$ cat src/rtl/sd_spi_adapt_pkg.sv
package sd_spi_adapt_pkg;
  typedef enum logic {SAMP_EDGE = 1'b0, SAMP_EARLY = 1'b1} samp_mode_e;
  localparam int OFF_NUM = 3;
  localparam int OFF_DEN = 10;
endpackage

$ cat src/rtl/sd_spi_cfg.sv
module sd_spi_cfg
  import sd_spi_adapt_pkg::*;
#(
  parameter int DIV_W   = 8,
  parameter int MIN_DIV = 8
) (
  input  logic [DIV_W-1:0] div_i,
  input  logic [DIV_W-1:0] thresh_i,
  input  logic             ovr_en_i,
  input  logic             ovr_early_i,
  output logic [DIV_W-1:0] period_o,
  output logic [DIV_W-1:0] half_o,
  output logic [DIV_W-1:0] cap_o
);
  localparam int PW = DIV_W + 2;

  logic [PW-1:0] per_w, off_w, sub_w;
  samp_mode_e    mode;

  always_comb begin
    per_w = (div_i < DIV_W'(MIN_DIV)) ? PW'(MIN_DIV) : PW'(div_i);
    off_w = (per_w * PW'(OFF_NUM)) / PW'(OFF_DEN);
    if (off_w == '0) off_w = PW'(1);
    if (ovr_en_i) mode = ovr_early_i ? SAMP_EARLY : SAMP_EDGE;
    else          mode = (per_w < PW'(thresh_i)) ? SAMP_EARLY : SAMP_EDGE;
    sub_w    = (mode == SAMP_EARLY) ? off_w : '0;
    period_o = DIV_W'(per_w);
    half_o   = DIV_W'(per_w >> 1);
    // one cycle later than the observed pin cycle: first MISO stage
    cap_o    = DIV_W'((per_w >> 1) - sub_w + PW'(1));
  end
endmodule

$ cat src/rtl/sd_spi_bitclk.sv
module sd_spi_bitclk #(
  parameter int DIV_W = 8
) (
  input  logic             clk_i,
  input  logic             rst_ni,
  input  logic             start_i,
  input  logic             run_i,
  input  logic [DIV_W-1:0] period_i,
  input  logic [DIV_W-1:0] half_i,
  output logic [DIV_W-1:0] cnt_o,
  output logic             cell_end_o,
  output logic             sck_o
);
  logic [DIV_W-1:0] cnt_q;

  assign cell_end_o = run_i && (cnt_q == period_i - DIV_W'(1));
  assign sck_o      = run_i && (cnt_q >= half_i);
  assign cnt_o      = cnt_q;

  always_ff @(posedge clk_i or negedge rst_ni) begin
    if (!rst_ni)         cnt_q <= '0;
    else if (start_i)    cnt_q <= '0;
    else if (cell_end_o) cnt_q <= '0;
    else if (run_i)      cnt_q <= cnt_q + DIV_W'(1);
  end
endmodule

$ cat src/rtl/sd_spi_miso_pipe.sv
module sd_spi_miso_pipe (
  input  logic clk_i,
  input  logic rst_ni,
  input  logic miso_i,
  input  logic extra_i,
  output logic bit_o
);
  logic [1:0] stg_q;

  always_ff @(posedge clk_i or negedge rst_ni) begin
    if (!rst_ni) stg_q <= 2'b11;
    else         stg_q <= {stg_q[0], miso_i};
  end

  assign bit_o = extra_i ? stg_q[1] : stg_q[0];
endmodule

$ cat src/rtl/sd_spi_adapt.sv
module sd_spi_adapt #(
  parameter int DIV_W   = 8,
  parameter int MIN_DIV = 8,
  parameter int DATA_W  = 8
) (
  input  logic              clk_i,
  input  logic              rst_ni,
  input  logic [DIV_W-1:0]  div_i,
  input  logic [DIV_W-1:0]  thresh_i,
  input  logic              ovr_en_i,
  input  logic              ovr_early_i,
  input  logic              extra_stage_i,
  input  logic              req_i,
  input  logic [DATA_W-1:0] tx_byte_i,
  output logic              ack_o,
  output logic              busy_o,
  output logic              done_o,
  output logic [DATA_W-1:0] rx_byte_o,
  output logic              sck_o,
  output logic              mosi_o,
  input  logic              miso_i
);
  localparam int BW = $clog2(DATA_W);
  localparam logic [BW-1:0] LAST = BW'(DATA_W - 1);

  logic [DIV_W-1:0]  cfg_period, cfg_half, cfg_cap;
  logic [DIV_W-1:0]  period_q, half_q, cap_q, cnt;
  logic              busy_q, done_q, ack_q, mosi_q, extra_q;
  logic [BW-1:0]     bit_q;
  logic [DATA_W-1:0] tx_sh, rx_sh, rx_q;
  logic              start, cell_end, miso_bit;

  assign start = req_i && !busy_q;

  sd_spi_cfg #(.DIV_W(DIV_W), .MIN_DIV(MIN_DIV)) u_cfg (
    .div_i(div_i), .thresh_i(thresh_i), .ovr_en_i(ovr_en_i), .ovr_early_i(ovr_early_i),
    .period_o(cfg_period), .half_o(cfg_half), .cap_o(cfg_cap)
  );

  sd_spi_bitclk #(.DIV_W(DIV_W)) u_clk (
    .clk_i(clk_i), .rst_ni(rst_ni), .start_i(start), .run_i(busy_q),
    .period_i(period_q), .half_i(half_q),
    .cnt_o(cnt), .cell_end_o(cell_end), .sck_o(sck_o)
  );

  sd_spi_miso_pipe u_pipe (
    .clk_i(clk_i), .rst_ni(rst_ni), .miso_i(miso_i), .extra_i(extra_q), .bit_o(miso_bit)
  );

  always_ff @(posedge clk_i or negedge rst_ni) begin
    if (!rst_ni) begin
      busy_q   <= 1'b0;
      done_q   <= 1'b0;
      ack_q    <= 1'b0;
      mosi_q   <= 1'b1;
      extra_q  <= 1'b0;
      bit_q    <= '0;
      tx_sh    <= '0;
      rx_sh    <= '0;
      rx_q     <= '0;
      period_q <= DIV_W'(MIN_DIV);
      half_q   <= DIV_W'(MIN_DIV / 2);
      cap_q    <= '0;
    end else begin
      done_q <= 1'b0;
      ack_q  <= 1'b0;
      if (start) begin
        // settings frozen for the whole byte
        busy_q   <= 1'b1;
        ack_q    <= 1'b1;
        bit_q    <= '0;
        mosi_q   <= tx_byte_i[DATA_W-1];
        tx_sh    <= {tx_byte_i[DATA_W-2:0], 1'b0};
        period_q <= cfg_period;
        half_q   <= cfg_half;
        cap_q    <= cfg_cap;
        extra_q  <= extra_stage_i;
      end else if (busy_q) begin
        if (cnt == cap_q) rx_sh <= {rx_sh[DATA_W-2:0], miso_bit};
        if (cell_end) begin
          if (bit_q == LAST) begin
            busy_q <= 1'b0;
            done_q <= 1'b1;
            rx_q   <= rx_sh;
            mosi_q <= 1'b1;
          end else begin
            bit_q  <= bit_q + BW'(1);
            mosi_q <= tx_sh[DATA_W-1];
            tx_sh  <= {tx_sh[DATA_W-2:0], 1'b0};
          end
        end
      end
    end
  end

  assign ack_o     = ack_q;
  assign busy_o    = busy_q;
  assign done_o    = done_q;
  assign rx_byte_o = rx_q;
  assign mosi_o    = mosi_q;
endmodule

$ cat config.mk
export PLATFORM = sky130hd
export DESIGN_NAME = sd_spi_adapt
export DESIGN_NICKNAME = d
export VERILOG_FILES = /design/src/rtl/sd_spi_adapt_pkg.sv /design/src/rtl/sd_spi_cfg.sv /design/src/rtl/sd_spi_bitclk.sv /design/src/rtl/sd_spi_miso_pipe.sv /design/src/rtl/sd_spi_adapt.sv
export SDC_FILE = /design/constraint.sdc
export NUM_CORES = 1
export LEC_CHECK = 0
export ABC_CLOCK_PERIOD_IN_PS = 5100
export BUFFER_PORTS_ARGS = -buffer_cell sky130_fd_sc_hd__clkbuf_2
export CAP_MARGIN = 5
export CELL_PAD_IN_SITES_DETAIL_PLACEMENT = 0
export CELL_PAD_IN_SITES_GLOBAL_PLACEMENT = 1
export CORE_MARGIN = 2
export CORE_UTILIZATION = 40
export CTS_BUF_LIST = sky130_fd_sc_hd__clkbuf_16
export CTS_CLUSTER_SIZE = 16
export DETAILED_ROUTE_END_ITERATION = 8
export HOLD_SLACK_MARGIN = 0.12
export PLACE_DENSITY = 0.73
export SYNTH_ARGS = -nofsm -noshare
export SYNTH_HDL_FRONTEND = slang
export SYNTH_SLANG_ARGS = --single-unit
$ cat constraint.sdc
create_clock -name clk_i -period 5.1 [get_ports clk_i]
set_input_delay 0.51 -clock clk_i [delete_from_list [all_inputs] [get_ports clk_i]]
set_output_delay 0.51 -clock clk_i [all_outputs]
set_load 0.01 [all_outputs]
## Yosys cells after proc, flatten, opt, wreduce, memory -nomap -nowiden

Index checks and enable logic that the tools add are counted.

- Add/subtract/negate cells: 5
- Multiply operators: 1
- Div/mod/pow operators: 1
- $lt $le $gt $ge: 3
- Equality and inequality tests: 4
- Multiplexer cells: 31
- Bitwise operators: 1
- Reduce and logical (&&, ||, !) cells: 12

Operators with widths:

| kind | count |
|---|---|
| 8-bit two-way mux | 10 |
| 1-bit two-way mux | 17 |
| 8-bit by 1-bit adder with 8-bit output (second input constant) | 2 |
| 8-bit == test | 2 |
| 3-bit two-way mux | 4 |
| 10-bit by 4-bit divider with 10-bit output (second input constant) | 1 |
| 10-bit logical NOT | 1 |
| 10-bit by 8-bit less-than comparator with 1-bit output | 1 |
| 10-bit by 2-bit multiplier with 10-bit output (second input constant) | 1 |
| 8-bit >= comparator | 1 |
| 8-bit by 4-bit less-than comparator with 1-bit output (second input constant) | 1 |
| 7-bit by 8-bit subtractor with 8-bit output | 1 |
| 8-bit by 1-bit subtractor with 8-bit output (second input constant) | 1 |
| 3-bit AND reduction | 2 |
| 4-bit AND reduction | 1 |
| 2-bit nonzero test | 2 |
| 3-bit by 1-bit adder with 3-bit output (second input constant) | 1 |
| 3-bit == test (second input constant) | 1 |
| 1-bit logical AND | 3 |
| 3-bit nonzero test | 1 |
| 2-bit inequality test (second input constant) | 1 |
| 2-bit AND reduction | 1 |
| 1-bit logical NOT | 1 |
| 1-bit inverter | 1 |

- Register bits after elaboration: 66

## Logic depth before layout (Yosys ltp)

Gate-level depths: netlist of the first run.

- Depth in word-level cells: 9
- Gate-level depth with buffers: 31
- Depth with buffers taken out: 30

## Hierarchy

Synthesis of the first run repeated with hierarchy kept, for this count alone.

- Cells, all modules: 557
- Area total of the unflattened synthesis: 4977.3 um^2

By module, submodules not included:

| module | instances | cells each | area each (um^2) | seq. area each (um^2) |
|---|---|---|---|---|
| sd_spi_adapt | 1 | 211 | 2219.6 | 1380.1 |
| sd_spi_cfg | 1 | 244 | 1818.0 | 0.0 |
| sd_spi_bitclk | 1 | 99 | 872.1 | 200.2 |
| sd_spi_miso_pipe | 1 | 3 | 67.6 | 52.6 |

## Worst setup path after synthesis of the first run

OpenSTA, ideal clock, no wires.

- Path kind: input to register
- From: in div_i[6]
- To: reg cap_q[7]
- Arrival time: 5.820 ns
- Data required time: 4.968 ns
- Slack: -0.852 ns
- Stages: 30
- Cells stage by stage: inv_1 -> ha_1 -> or4b_4 -> nand2_1 -> inv_1 -> ha_1 -> fa_1 -> nand3_1 -> a22o_4 -> mux2i_1 -> nor2_1 -> o32ai_1 -> or2_1 -> buf_2 -> a211oi_2 -> a211oi_2 -> maj3_2 -> a311o_1 -> o31ai_1 -> ha_1 -> ha_1 -> inv_1 -> fa_1 -> nor2b_1 -> o21ai_0 -> nand2b_1 -> a21o_1 -> a21oi_1 -> xnor2_1 -> o21ai_0

- Word-level cells in the longest chain between the ends: 9

Ends and longest elaborated chain:

| element | RTL line | source |
|---|---|---|
| from (decl) | sd_spi_adapt.sv:8 | `input logic [DIV_W-1:0] div_i,` |
| 8-bit by 4-bit less-than comparator with 1-bit output (*) | sd_spi_cfg.sv:21 | `per_w = (div_i < DIV_W'(MIN_DIV)) ? PW'(MIN_DIV) : PW'(div_i);` |
| 8-bit two-way mux (*) | sd_spi_cfg.sv:21 |  |
| net cfg_half[0] | sd_spi_adapt.sv:26 | `logic [DIV_W-1:0] cfg_period, cfg_half, cfg_cap;` |
| 10-bit by 2-bit multiplier with 10-bit output | sd_spi_cfg.sv:22 | `off_w = (per_w * PW'(OFF_NUM)) / PW'(OFF_DEN);` |
| 10-bit by 4-bit divider with 10-bit output | sd_spi_cfg.sv:22 |  |
| 10-bit logical NOT | sd_spi_cfg.sv:23 | `if (off_w == '0) off_w = PW'(1);` |
| 8-bit two-way mux | sd_spi_cfg.sv:23 |  |
| 8-bit two-way mux | sd_spi_cfg.sv:26 | `sub_w = (mode == SAMP_EARLY) ? off_w : '0;` |
| 7-bit by 8-bit subtractor with 8-bit output (*) | sd_spi_cfg.sv:30 | `cap_o = DIV_W'((per_w >> 1) - sub_w + PW'(1));` |
| 8-bit by 1-bit adder with 8-bit output (*) | sd_spi_cfg.sv:30 |  |
| to (signal assigned) | sd_spi_adapt.sv:76 | `cap_q <= cfg_cap;` |
| to (decl) | sd_spi_adapt.sv:27 | `logic [DIV_W-1:0] period_q, half_q, cap_q, cnt;` |

Mark *: on every way through the listed nets, which the timed path passes. The rest lies on a longest branch.
A chain may end at the register's enable or synchronous reset.

## Worst setup path in the final report of the first run

Ends and elaborated chain as after synthesis.

==> results of run 1 <==
-- per-layer routing --
metal,GRT usage,vias to the layer above,routed length [um],part of all wire
li1,-,1980,-,-
met1,0.238,1854,5060,0.45
met2,0.367,74,5660,0.50
met3,0.0308,18,319,0.028
met4,0.0750,0,206,0.018
met5,0,-,0,0
-- cells in the final DEF (no fill, tap or decap), types with 4 or more instances in the layout --
| master | n |
|---|---|
| a21oi_1 | 17 |
| clkbuf_2 | 41 |
| nand3_1 | 10 |
| ha_1 | 34 |
| a21oi_2 | 5 |
| clkbuf_16 | 11 |
| buf_4 | 87 |
| and2_1 | 5 |
| xnor2_1 | 22 |
| nand2b_1 | 5 |
| xor2_1 | 18 |
| mux2i_1 | 10 |
| inv_2 | 5 |
| o21a_1 | 7 |
| mux2_2 | 16 |
| nor3_1 | 7 |
| o21ai_1 | 6 |
| dfrtp_1 | 53 |
| nand2_1 | 48 |
| o211ai_1 | 4 |
| nor2_1 | 33 |
| clkinv_2 | 4 |
| o21ai_0 | 32 |
| nor2b_1 | 6 |
| nand4_1 | 5 |
| inv_1 | 21 |
| a21o_1 | 6 |
| ha_4 | 7 |
| nand2_4 | 4 |
| dfstp_2 | 4 |
-- critical path, delay by kind of cell --
| family | cells | cell delay, ps |
|---|---|---|
| adder cells (fa/ha/maj) | 6 | 1540 |
| AND/OR/NAND/NOR | 8 | 1410 |
| AO/OA/AOI/OAI | 9 | 1380 |
| buffers and inverters | 5 | 380 |
| multiplexers | 1 | 270 |
| XOR/XNOR | 1 | 140 |
-- logic make-up after synthesis --
group / after synthesis / share of synthesized area
multiplexers: 27 / 0.0648
buffers and inverters: 51 / 0.0452
XOR/XNOR: 41 / 0.0818
flip-flops: 57 / 0.319
adder cells (fa/ha/maj): 45 / 0.129
AO/OA/AOI/OAI: 118 / 0.186
AND/OR/NAND/NOR: 154 / 0.174
-- timing repair --
action                                  4_1_cts  5_1_grt
resized for setup                            40       12
buffers inserted                             12        4
endpoints found under the setup margin        6        6
pin swaps                                    42       11
-- per-stage QoR --
step                worst slack (ps)  total power, mW  instances  hold slack (ps)  area, sq um
floorplan                       -472             1.44        493              214         4640
global placement                -835             1.77        729              358         5490
detailed placement             -1050             1.79        729              359         5490
CTS                             -358             2.43        756              275         6070
global route                    -615             2.66        760              271         6160
finish                          -340             2.46        760              280         6160
-- worst max path at each step --
| stage | endpoint | slack (ps) | cells after the start |
|---|---|---|---|
| 6_report | cap_q[7] | -340 | 30 |
| 5_1_grt | cap_q[7] | -620 | 30 |
| 4_1_cts | cap_q[7] | -360 | 28 |
| 3_5_place_dp | cap_q[7] | -1050 | 29 |
| 3_3_place_gp | cap_q[7] | -830 | 29 |
| 2_1_floorplan | cap_q[7] | -470 | 30 |
-- final cells by class --
| type | instances | share of cell area |
|---|---|---|
| multi-input combinational | 385 | 0.518 |
| sequential | 57 | 0.232 |
| timing repair buffer | 134 | 0.158 |
| clock buffer | 9 | 0.0366 |
| tap | 140 | 0.0284 |
| inverter | 29 | 0.0221 |
| clock inverter | 6 | 0.00447 |
-- power breakdown --
part	internal (mW)	switching, mW
logic	0.622	0.584
registers	0.586	0.148
clock network	0.318	0.198
-- sequential cells by signal (all words and copies together) (netlist names) --
register and flops:
cap_q 8, period_q 8, rx_byte_o 8, rx_sh 8, u_clk.cnt_o 8, tx_sh 7
bit_q 3, u_pipe.stg_q 2, ack_o 1, busy_o 1, done_o 1, extra_q 1
mosi_o 1
==> impl_metrics.csv, run 1 <==
group,metric,value,unit
setup_path,reg2reg_depth,12,
setup_path,reg2reg_to,"tx_sh[5]",
setup_path,crit_start,"div_i[6]",
grt,grt_first_pass_wirelength,19100,um
hold_path,hold-path-cell-count,1,
power,p_leak,2.84,nW
clocking,hold_buffers,0,
synthesis,yosysWarnings,0,
run_status,run_status,"finished, violations left",
placed_design,hpwl,8430,um
setup_path,r2r_setup_slack,1760,ps
clocking,cts.clk_slew.worst_paths,50,ps
setup_path,cpMaxStageDelayCell,"or4b_4",
setup_path,end_kind,"register",
floorplanning,start_util,0.412,
clocking,cts_root_buffer,"clkbuf_16",
route,ant_nets,0,
synthesis,syn_nets,568,
hold_path,hold_end,"u_pipe.stg_q[0]",
setup_path,r2r-start,"period_q[2]",
synthesis,synth_common_cells,"dfrtp_1 (53), nand2_1 (53), ha_1 (42)",
floorplanning,core.rowCount,38,
setup_path,cp_max_fo,5,
finish,drive_above_1_share,0.389,
route,drc,0,
route,drtIter0Drc,147,
placed_design,io_buffers,43,
finish,register_area,1430,sq um
synthesis,ys.flop_type,"dfrtp_1",
run_status,failed_checks,"negative setup slack",
synthesis,synth_top_area_frac,0.296,
synthesis,ys_ff_latch,57,
clocking,cts_buffers,9,
finish,nets,691,
synthesis,yosysTopAreaCell,"dfrtp_1",
sta,slew_headroom,0.308,
clocking,worst_skew_pair.late_latency,320,ps
grt,first_global_vias,4126,
synthesis,avgSynthCellArea,9.09,sq um
sta,tns,-1050,ps
sta,fmax,184,MHz
synthesis,ys_seq_area_frac,0.319,
synthesis,synth-edff-count,0,
sta,finalMaxSlewViolations,0,
placed_design,gp_congestion,0.904,
synthesis,synth_area_leaders,"dfrtp_1 (30%), ha_1 (12%), nand2_1 (4.4%)",
clocking,clock-sinks,57,
hold_path,hp-class,"input port to register",
floorplanning,core_area,10900,sq um
floorplanning,dieHeight,110,um
route,dr.pass1.iters,4,
finish,areaGrowthSynthToFinish,37.4,%
hold_path,min_from,"miso_i",
synthesis,async_reset_ff_frac,1.00,
grt,grt_start_max_net_pins,58,
setup_path,crit_arrival,5630,ps
clocking,cts_tree,"built",
sta,finalClockSkew,9.61,ps
floorplanning,top_level_ports,44,
sta,max_slew.worst_pin.slew,1040,ps
setup_path,slowest_delay,520,ps
finish,post-route-util,0.566,
grt,grtUsageTotal,0.202,
route,via_per_inst,5.17,
route,num_vias,3926,
sta,hold_viol,0,
setup_path,criticalPathCategory,"input port to register",
finish,fillers,971,
floorplanning,dieArea,12100,sq um
sta,timing.final.ws_setup,-340,ps
setup_path,cp-start-kind,"input port",
sta,period_share,1.07,
synthesis,synth_cell_types,78,
synthesis,synthCells,493,
sta,finalSetupViolCount,5,
run,maxCapViolCount,0,
power,power_density,399,nW/um^2
sta,fin_crit,5440,ps
grt,antenna_found_initial,0,
synthesis,syn-cell-area,4480,sq um
clocking,clockBufferDepth,2,
floorplanning,die_w,110,um
setup_path,required,5300,ps
power,peakVddDrop,0.190,mV
clocking,htree_levels,3,
sta,rsz0062_at_grt,"true",
route,wl,11200,um
finish,diodes,0,
grt,grt-ovfl-total,0,
route,avgRoutedWirePerCell,14.8,um
finish,multi_input_area,3190,sq um
Power figures use the tool's default switching activity.
==> run 2: changes to the inputs <==
- ABC_AREA: unset -> 1
- PLACE_DENSITY: 0.73 -> 0.76
==> run 2 against run 1 <==
Net effect:
- the run still ends with negative setup slack left
- synthesized cell count up 12%
- global-route usage is 2.3 points lower
- via count decreased by 1.3%
- worst setup slack improved by 210 ps
- critical path type unchanged
- critical endpoint unchanged
==> impl_metrics.csv, run 2 <==
group,metric,value,unit
grt,grt_first_pass_wirelength,16700,um
finish,register_area,1430,sq um
setup_path,required,5270,ps
sta,slew_headroom,0.403,
sta,period_share,1.03,
finish,nets,730,
power,p_int,1.57,mW
power,pwr-share-comb,0.472,
setup_path,critical_path_buf_inv_count,10,
power,p_sw_frac,0.381,
route,ant_nets,0,
route,drtIter0Drc,181,
finish,multi_input_area,2700,sq um
setup_path,r2r_setup_slack,2600,ps
synthesis,synth_common_cells,"nand2_1 (132), inv_1 (73), dfrtp_1 (53)",
setup_path,critical_path.endpoint,"cap_q[7]",
floorplanning,dieArea,11500,sq um
floorplanning,dieHeight,107,um
sta,fin_crit,5230,ps
finish,layout_common_cells,"nand2_1 (120), inv_1 (65), buf_4 (60)",
sta,tns,-176,ps
synthesis,yosysTopAreaCell,"dfrtp_1",
floorplanning,core.rowCount,37,
sta,rsz0062_at_grt,"true",
sta,timing.final.ws_setup,-131,ps
floorplanning,top_level_ports,44,
power,switchingPower,0.966,mW
sta,max_slew.worst_pin.slew,895,ps
synthesis,synth_top_area_frac,0.312,
synthesis,ys_ff_latch,57,
power,p_clk_frac,0.257,
run_status,failed_checks,"negative setup slack",
setup_path,cp-start-kind,"input port",
setup_path,criticalPathCategory,"input port to register",
clocking,cts_tree,"built",
synthesis,synth-edff-count,0,
clocking,clockBufferDepth,2,
grt,grt-ovfl-total,0,
placed_design,hpwl,7190,um
grt,grt_start_max_net_pins,58,
synthesis,synthCells,551,
synthesis,synth_cell_types,42,
synthesis,ys.flop_type,"dfrtp_1",
power,power_density,449,nW/um^2
setup_path,reg2reg_to,"tx_sh[2]",
sta,finalMaxSlewViolations,0,
synthesis,avgSynthCellArea,7.72,sq um
setup_path,reg2reg_depth,13,
placed_design,gp_congestion,0.820,
route,via_per_inst,4.87,
floorplanning,die_w,107,um
setup_path,crit_start,"div_i[7]",
synthesis,yosysWarnings,0,
floorplanning,core_area,10300,sq um
synthesis,synth_area_leaders,"dfrtp_1 (31%), ha_1 (12%), nand2_1 (12%)",
setup_path,slowest_delay,390,ps
clocking,clock-sinks,57,
run,maxCapViolCount,0,
setup_path,cp_max_fo,5,
clocking,worst_skew_pair.late_latency,320,ps
grt,antenna_found_initial,0,
grt,grtUsageTotal,0.179,
setup_path,r2r-start,"period_q[0]",
clocking,htree_levels,3,
synthesis,syn_nets,626,
finish,drive_above_1_share,0.324,
sta,fmax,191,MHz
finish,final_common_cell,"nand2_1",
setup_path,crit_arrival,5400,ps
hold_path,hp-class,"input port to register",
power,p_leak,2.92,nW
run_status,run_status,"finished, violations left",
sta,hold_viol,0,
synthesis,ys_seq_area_frac,0.337,
finish,areaGrowthSynthToFinish,32.8,%
clocking,cts_buffers,9,
route,drc,0,
floorplanning,start_util,0.412,
placed_design,io_buffers,43,
synthesis,syn-cell-area,4250,sq um
route,dr.pass1.iters,5,
clocking,cts.clk_slew.worst_paths,60,ps
finish,post-route-util,0.547,
route,avgRoutedWirePerCell,12.1,um
finish,diodes,0,
finish,fillers,985,
setup_path,crit_path_frequent_cell,"nand2_1",
synthesis,async_reset_ff_frac,1.00,
setup_path,cpMaxStageDelayCell,"fa_2",
route,wl,9640,um
sta,finalClockSkew,4.57,ps
setup_path,crit_family,"simple AND/OR/NAND/NOR gates",
grt,first_global_vias,3784,
sta,finalSetupViolCount,2,
sta,holdWs,265,ps
synthesis,synth_most_common_cell,"nand2_1",
setup_path,path_depth,45,
route,num_vias,3876,
power,seqPwrFrac,0.272,
setup_path,end_kind,"register",
clocking,cts_root_buffer,"clkbuf_16",
power,peakVddDrop,0.222,mV
[run 2: cell count changes after synthesis, moves of 10 or more]
cell,previous run,this run
nand3_1,11,26
mux2i_1,11,1
nand2_2,0,19
xnor2_1,22,7
mux2_2,16,0
nand2_1,53,132
inv_1,28,73
[run 2: worst min path at each step]
stage / startpoint / endpoint / slack (ps) / cells after the start
5_1_grt: miso_i / u_pipe.stg_q[0] / 260 / 1
4_1_cts: miso_i / u_pipe.stg_q[0] / 260 / 1
3_3_place_gp: u_pipe.stg_q[0] / u_pipe.stg_q[1] / 360 / 0
6_report: miso_i / u_pipe.stg_q[0] / 270 / 1
2_1_floorplan: rst_ni / ack_o / 210 / 0
3_5_place_dp: u_pipe.stg_q[0] / u_pipe.stg_q[1] / 360 / 0
[run 2: worst reg2reg max path, cell delays in order, from the launching register on]
cell and delay [ps]:
dfrtp_1 370, inv_1 90, ha_1 310, a21oi_1 140
o2111ai_1 110, nor2_1 110, nand3_1 80, nor2_1 130
nand2_1 150, nor2_1 270, nor2_1 140, inv_1 280
nor2_1 80, a31oi_1 160
[run 2: final cells by class]
class                   instances  share of cell area
clock inverters                 7              0.0182
inverters                      81              0.0556
multi-input cells             401               0.478
well taps                     136              0.0301
repair buffers                105               0.125
flip-flops and latches         57               0.253
clock buffers                   9              0.0399
[run 2: per-layer routing]
metal / GRT usage / up-vias / routed length (um)
met5: 0 / - / 0
met4: 0.0455 / 0 / 123
met3: 0.0310 / 9 / 269
met2: 0.331 / 55 / 4910
met1: 0.214 / 1814 / 4330
li1: - / 1998 / -
[run 2: logic make-up (layout without fill, tap and decap cells)]
kind of cell,Yosys count,count (layout),share of synthesized area
buffers and inverters,93,202,0.0827
multiplexers,1,1,0.00235
AO/OA/AOI/OAI,92,92,0.137
adder cells (fa/ha/maj),44,44,0.133
AND/OR/NAND/NOR,245,245,0.269
flip-flops,57,57,0.337
XOR/XNOR,19,19,0.0391
[run 2: metrics by stage]
step,total power [mW],setup slack (ps),cells,cell area (sq um)
after floorplan,1.41,-100,551,4320
after CTS,2.41,3.33,785,5400
after global placement,1.69,-459,764,5000
after global routing,2.76,-509,796,5650
after detailed placement,1.71,-560,764,5000
final,2.54,-131,796,5650
[run 2: power groups by stage]
stage | clock (mW) | sequential [mW] | combinational (mW)
floorplan | 0 | 0.656 | 0.753
global placement | 0 | 0.695 | 0.996
detailed placement | 0 | 0.697 | 1.02
CTS | 0.663 | 0.690 | 1.06
global route | 0.686 | 0.707 | 1.37
finish | 0.651 | 0.689 | 1.20
[run 2: repair_timing]
| action | in CTS | in global routing |
|---|---|---|
| setup buffers | 5 | 11 |
| hold buffers | 0 | 0 |
| setup endpoints to repair | 3 | 6 |
| pin swaps | 12 | 25 |
| gates resized for setup | 14 | 46 |
